## config.mk

```make
export PLATFORM = sky130hd
export DESIGN_NAME = uart_de_tx
export DESIGN_NICKNAME = d
export VERILOG_FILES = /design/src/rtl/uart_de_tx.sv
export SDC_FILE = /design/constraint.sdc
export NUM_CORES = 1
export LEC_CHECK = 0
export BUFFER_PORTS_ARGS = -buffer_cell sky130_fd_sc_hd__clkbuf_2
export CAP_MARGIN = 10
export CORE_MARGIN = 1.5
export CORE_UTILIZATION = 31
export CTS_CLUSTER_DIAMETER = 150
export DETAILED_ROUTE_END_ITERATION = 8
export HOLD_SLACK_MARGIN = 0.06
export SETUP_SLACK_MARGIN = 0.5
export SLEW_MARGIN = 0
export SYNTH_ARGS = -nofsm -noshare
export SYNTH_HDL_FRONTEND = slang
export SYNTH_SLANG_ARGS = --single-unit
```

## constraint.sdc

```tcl
create_clock -name clk -period 2.75 [get_ports clk]
set_input_delay 0.275 -clock clk [delete_from_list [all_inputs] [get_ports clk]]
set_output_delay 0.275 -clock clk [all_outputs]
set_load 0.05 [all_outputs]
```

## src/rtl/uart_de_tx.sv

```systemverilog
module uart_de_tx #(
  parameter int DIV_W  = 16,
  parameter int DATA_W = 8
) (
  input  logic              clk,
  input  logic              rst_n,
  input  logic [DIV_W-1:0]  baud_div,
  input  logic              parity_en,
  input  logic              parity_odd,
  input  logic              two_stop,
  input  logic              cts_en,
  input  logic              cts,
  input  logic              de_active_low,
  input  logic              wr_en,
  input  logic [DATA_W-1:0] wr_data,
  output logic              tx_empty,
  output logic              txd,
  output logic              de
);
  localparam int FRAME_W = DATA_W + 4;
  localparam int IDX_W   = $clog2(FRAME_W + 1);

  typedef enum logic [2:0] {S_IDLE, S_LEAD, S_READY, S_SEND, S_HOLD} state_t;

  state_t              state;
  logic [DIV_W-1:0]    baud_cnt, lead_cnt;
  logic [DATA_W-1:0]   hold_q;
  logic                hold_full;
  logic [FRAME_W-1:0]  shreg, frame_w;
  logic [IDX_W-1:0]    bit_idx, frame_len;

  wire [DIV_W-1:0] div_m1   = (baud_div == '0) ? '0 : baud_div - DIV_W'(1);
  wire             tick     = baud_cnt >= div_m1;
  wire             cts_ok   = !cts_en || cts;
  wire             wr_ok    = wr_en && !hold_full;
  wire             in_send  = state == S_SEND;
  wire             last_bit = bit_idx == frame_len - IDX_W'(1);
  wire             start_frame = hold_full && cts_ok && tick &&
                                 (state == S_READY || (in_send && last_bit));
  wire             de_raw   = state != S_IDLE;
  wire [IDX_W-1:0] new_len  = IDX_W'(DATA_W + 2) + IDX_W'(parity_en) + IDX_W'(two_stop);

  assign tx_empty = !hold_full;
  assign txd      = in_send ? shreg[0] : 1'b1;
  assign de       = de_raw ^ de_active_low;

  always_comb begin
    frame_w = '1;
    frame_w[0] = 1'b0;
    frame_w[DATA_W:1] = hold_q;
    if (parity_en) frame_w[DATA_W+1] = (^hold_q) ^ parity_odd;
  end

  always_ff @(posedge clk or negedge rst_n) begin
    if (!rst_n) baud_cnt <= '0;
    else        baud_cnt <= tick ? '0 : baud_cnt + DIV_W'(1);
  end

  always_ff @(posedge clk or negedge rst_n) begin
    if (!rst_n) begin
      hold_q    <= '0;
      hold_full <= 1'b0;
    end else if (start_frame) begin
      hold_full <= 1'b0;
    end else if (wr_ok) begin
      hold_q    <= wr_data;
      hold_full <= 1'b1;
    end
  end

  always_ff @(posedge clk or negedge rst_n) begin
    if (!rst_n) begin
      state    <= S_IDLE;
      lead_cnt <= '0;
    end else begin
      case (state)
        S_IDLE, S_HOLD: begin
          lead_cnt <= '0;
          state    <= (wr_ok || hold_full) ? S_LEAD : S_IDLE;
        end
        S_LEAD: begin
          if (lead_cnt >= div_m1) state <= S_READY;
          else lead_cnt <= lead_cnt + DIV_W'(1);
        end
        S_READY: if (start_frame) state <= S_SEND;
        S_SEND: begin
          if (tick && last_bit && !start_frame)
            state <= hold_full ? S_READY : S_HOLD;
        end
        default: state <= S_IDLE;
      endcase
    end
  end

  always_ff @(posedge clk or negedge rst_n) begin
    if (!rst_n) begin
      shreg     <= '1;
      bit_idx   <= '0;
      frame_len <= IDX_W'(DATA_W + 2);
    end else if (start_frame) begin
      shreg     <= frame_w;
      bit_idx   <= '0;
      frame_len <= new_len;
    end else if (in_send && tick) begin
      shreg     <= {1'b1, shreg[FRAME_W-1:1]};
      bit_idx   <= bit_idx + IDX_W'(1);
    end
  end


  start_after_de_chk: assert property (@(posedge clk) disable iff (!rst_n)
    $fell(txd) |-> de_raw && $past(de_raw));


  de_release_idle_chk: assert property (@(posedge clk) disable iff (!rst_n)
    $fell(de_raw) |-> txd && $past(txd) && $past(txd, 2));


  cts_gate_chk: assert property (@(posedge clk) disable iff (!rst_n)
    $rose(in_send) |-> $past(!cts_en || cts));


  frame_no_cut_chk: assert property (@(posedge clk) disable iff (!rst_n)
    (in_send && !(tick && last_bit)) |=> in_send);


  write_ignored_chk: assert property (@(posedge clk) disable iff (!rst_n)
    (wr_en && !tx_empty && !start_frame) |=> $stable(hold_q));
endmodule

```

==> reports/summary.txt <==
Status - finished with violations
Failing checks - setup timing
Max cap viols - 0
Vias in the first global route - 3833
Util after Layout - 47.5%
Yosys top cell area share - 30.3%
Remaining global-route overflow - 0
Residual DRC - 0
Cell Area, Placed - 5000 um2
Static Leak - 0.00265 uW
Total CTS buffers - 9
Period minus WS final - 3.89 ns
Fraction of layout cells with a size suffix above 1 - 40.7%
Via count - 3668
Initial Util - 32.2%
Iteration-0 DRC Markers - 99
# hold bufs at CTS - 0
Ranking of synthesized cells by area - dfrtp_1 30%, ha_1 12%, dfstp_2 7.0%
IO Port Bufs - 35
TritonRoute pass-1 iters - 4
Wire length per cell - 15.2 um
Syn_nets - 518
Largest net degree at the start of global routing - 62
Synth Instances - 446
CTS tree - built
Final period util - 141%
DP Wirelength - 7.28 mm
Detail Route Antenna Nets - 0
Post-synth top cells - 50 x dfrtp_1, 42 x nor2_1, 41 x nand2_1
Worst slew pin tran - 0.809 ns
Synth Register Bits - 61
CTS max path bufs - 2
Sequential share of the synthesized area - 37.3%
CP Launch Type - input port
Post-synthesis cell type count - 51
Final instance area - 6090 um2
EDFF count, synth - 0
Hold Vio Cnt, Final - 0
Final wirelength - 11.0 mm
FP Rows - 41
Cell Pwr Density - 592 nW/um2
Clock Latency Late Sink - 0.34 ns
Maximum vdd drop - 0.327 mV
H-tree level count - 3
Final WS setup - -1.14 ns
CP Class - in -> reg
Most numerous cell in the Yosys netlist - dfrtp_1
Placeable Area - 12800 um2
Fmax - 257 MHz
Horiz. Die Dim - 118 um
Hold Crit Class - in -> async
Clk slew on worst S/H paths - 0.06 ns
Mapped cell area - 4130 um2
Drt via density - 5.06
Die Y - 118 um
CTS root buffer - clkbuf_16
Number of diodes - 0
Nets@finish - 620
Async SR Flop Fraction - 100%
Crit path max fanout - 7
CP Capture Type - flop
Total power - 3600 uW
Setup violators final - 53
GRT Total Usage - 15.5%
Layout Skew - 0.00829 ns
Syn Area/Cell - 9.26 um2
Syn. warnings - 0
Post-synth top flop - dfrtp_1
Num Clock Sinks - 61
CP required - 3.01 ns
Relative slew slack - 46.1%
First-pass GRT wire length - 17.8 mm
Cell taking the most area after synthesis - dfrtp_1
Critical Path AT - 4.15 ns
Die Area - 14000 um2
# IOs - 36
RSZ-0062 raised after global routing - true
Area Growth Syn to Fin - 47.5%
RD Place Congestion - 0.800
Initial antenna violation count - 0
Final Slew Violations - 0
## worst max-delay path, stage by stage
cell	delay, ns
buf_6	0.09
or4_4	0.53
or3_4	0.34
or4_4	0.42
or3_4	0.45
and2_4	0.19
ha_4	0.20
nand2b_4	0.14
a2111oi_4	0.30
nor3_2	0.09
o31a_1	0.38
buf_6	0.17
buf_16	0.13
or3_1	0.30
a21oi_1	0.14
## through the flow
| stage | worst slack (ns) | cells | setup TNS (ns) | hold WS, ns |
|---|---|---|---|---|
| after CTS | -1.14 | 720 | -52.13 | 0.142 |
| after floorplan | -1.21 | 446 | -55.41 | -0.0206 |
| after global routing | -1.27 | 725 | -59.06 | 0.165 |
| after global placement | -1.47 | 691 | -67.45 | 0.471 |
| after detailed placement | -1.54 | 691 | -69.50 | 0.472 |
| final | -1.14 | 725 | -53.13 | 0.0950 |
## metal layers
layer	track usage [%]	vias up	share of wire (%)
met4	5.50	0	1.9
met2	27.3	50	51
met3	3.38	20	2.8
met1	18.7	1781	45
li1	-	1817	-
met5	0	-	0
## placed cells by master, fill, tap and decap left out, drive strengths merged, types with 2 or more instances in the layout
cell	instances
buf	69
dfrtp	50
clkbuf	45
nor2	42
nand2	41
ha	39
a21oi	33
o21ai	20
xor2	19
xnor2	19
inv	16
nor3	16
nand3	13
mux2i	13
dfstp	11
or3	11
and3	10
mux2	10
nand4	8
or4	8
a21o	7
o31ai	5
nor4	4
nand2b	4
a2111o	3
and4	3
o211ai	3
and2	3
nand3b	2
nor2b	2
or2	2
a2111oi	2
o2111ai	2
clkinvlp	2
a211oi	2
## where the power goes
part / switching, uW / internal [uW]
Sequential: 210 / 1040
Clock: 465 / 714
Combinational: 556 / 623
## sequential cells by signal, indices dropped and copies added, names as in the netlist
register	cells
shreg	10
hold_q	8
frame_len	3
hold_full	1
bit_idx	4
baud_cnt	16
lead_cnt	16
state	3
## area by class of cell
| class | count | area [um2] |
|---|---|---|
| Inverter | 12 | 45.0 |
| Multi-Input combinational cell | 358 | 3040 |
| Clock inverter | 7 | 80.1 |
| Timing Repair Buffer | 106 | 946 |
| Tap cell | 172 | 215 |
| Clock buffer | 9 | 225 |
| Fill cell | 1231 | 6730 |
| Sequential cell | 61 | 1540 |
## logic make-up after synthesis
kind of cell	share of synthesized area, %
simple gates	21.2
compound gates	13.1
flops	37.3
fa+ha+maj	11.8
xor+xnor	8.06
buf+inv	2.70
mux	5.88
## worst paths after layout
check                                    startpoint                       end  slack (ns)  depth (start not counted)
max in group asynchronous                     rst_n    baud_cnt[15]$_DFF_PN0_        2.10                          2
min in group clk                         wr_data[4]     hold_q[4]$_DFFE_PN0P_        0.16                          2
max reg2reg                    state[2]$_DFFE_PN0P_  lead_cnt[15]$_DFFE_PN0P_        0.16                          8
min reg2reg                frame_len[1]$_DFFE_PN1N_  frame_len[1]$_DFFE_PN1N_        0.49                          2
max                                     baud_div[6]  lead_cnt[15]$_DFFE_PN0P_       -1.14                         15
min                                           rst_n  lead_cnt[10]$_DFFE_PN0P_        0.09                          2
## repair_timing
action / 4_1_cts / 5_1_grt
cloned: 5 / 1
pin swaps: 28 / 28
resized for setup: 29 / 92
setup endpoints to repair: 53 / 54
buffers inserted: 8 / 4
Note: power is estimated with default switching activity, not from simulation.
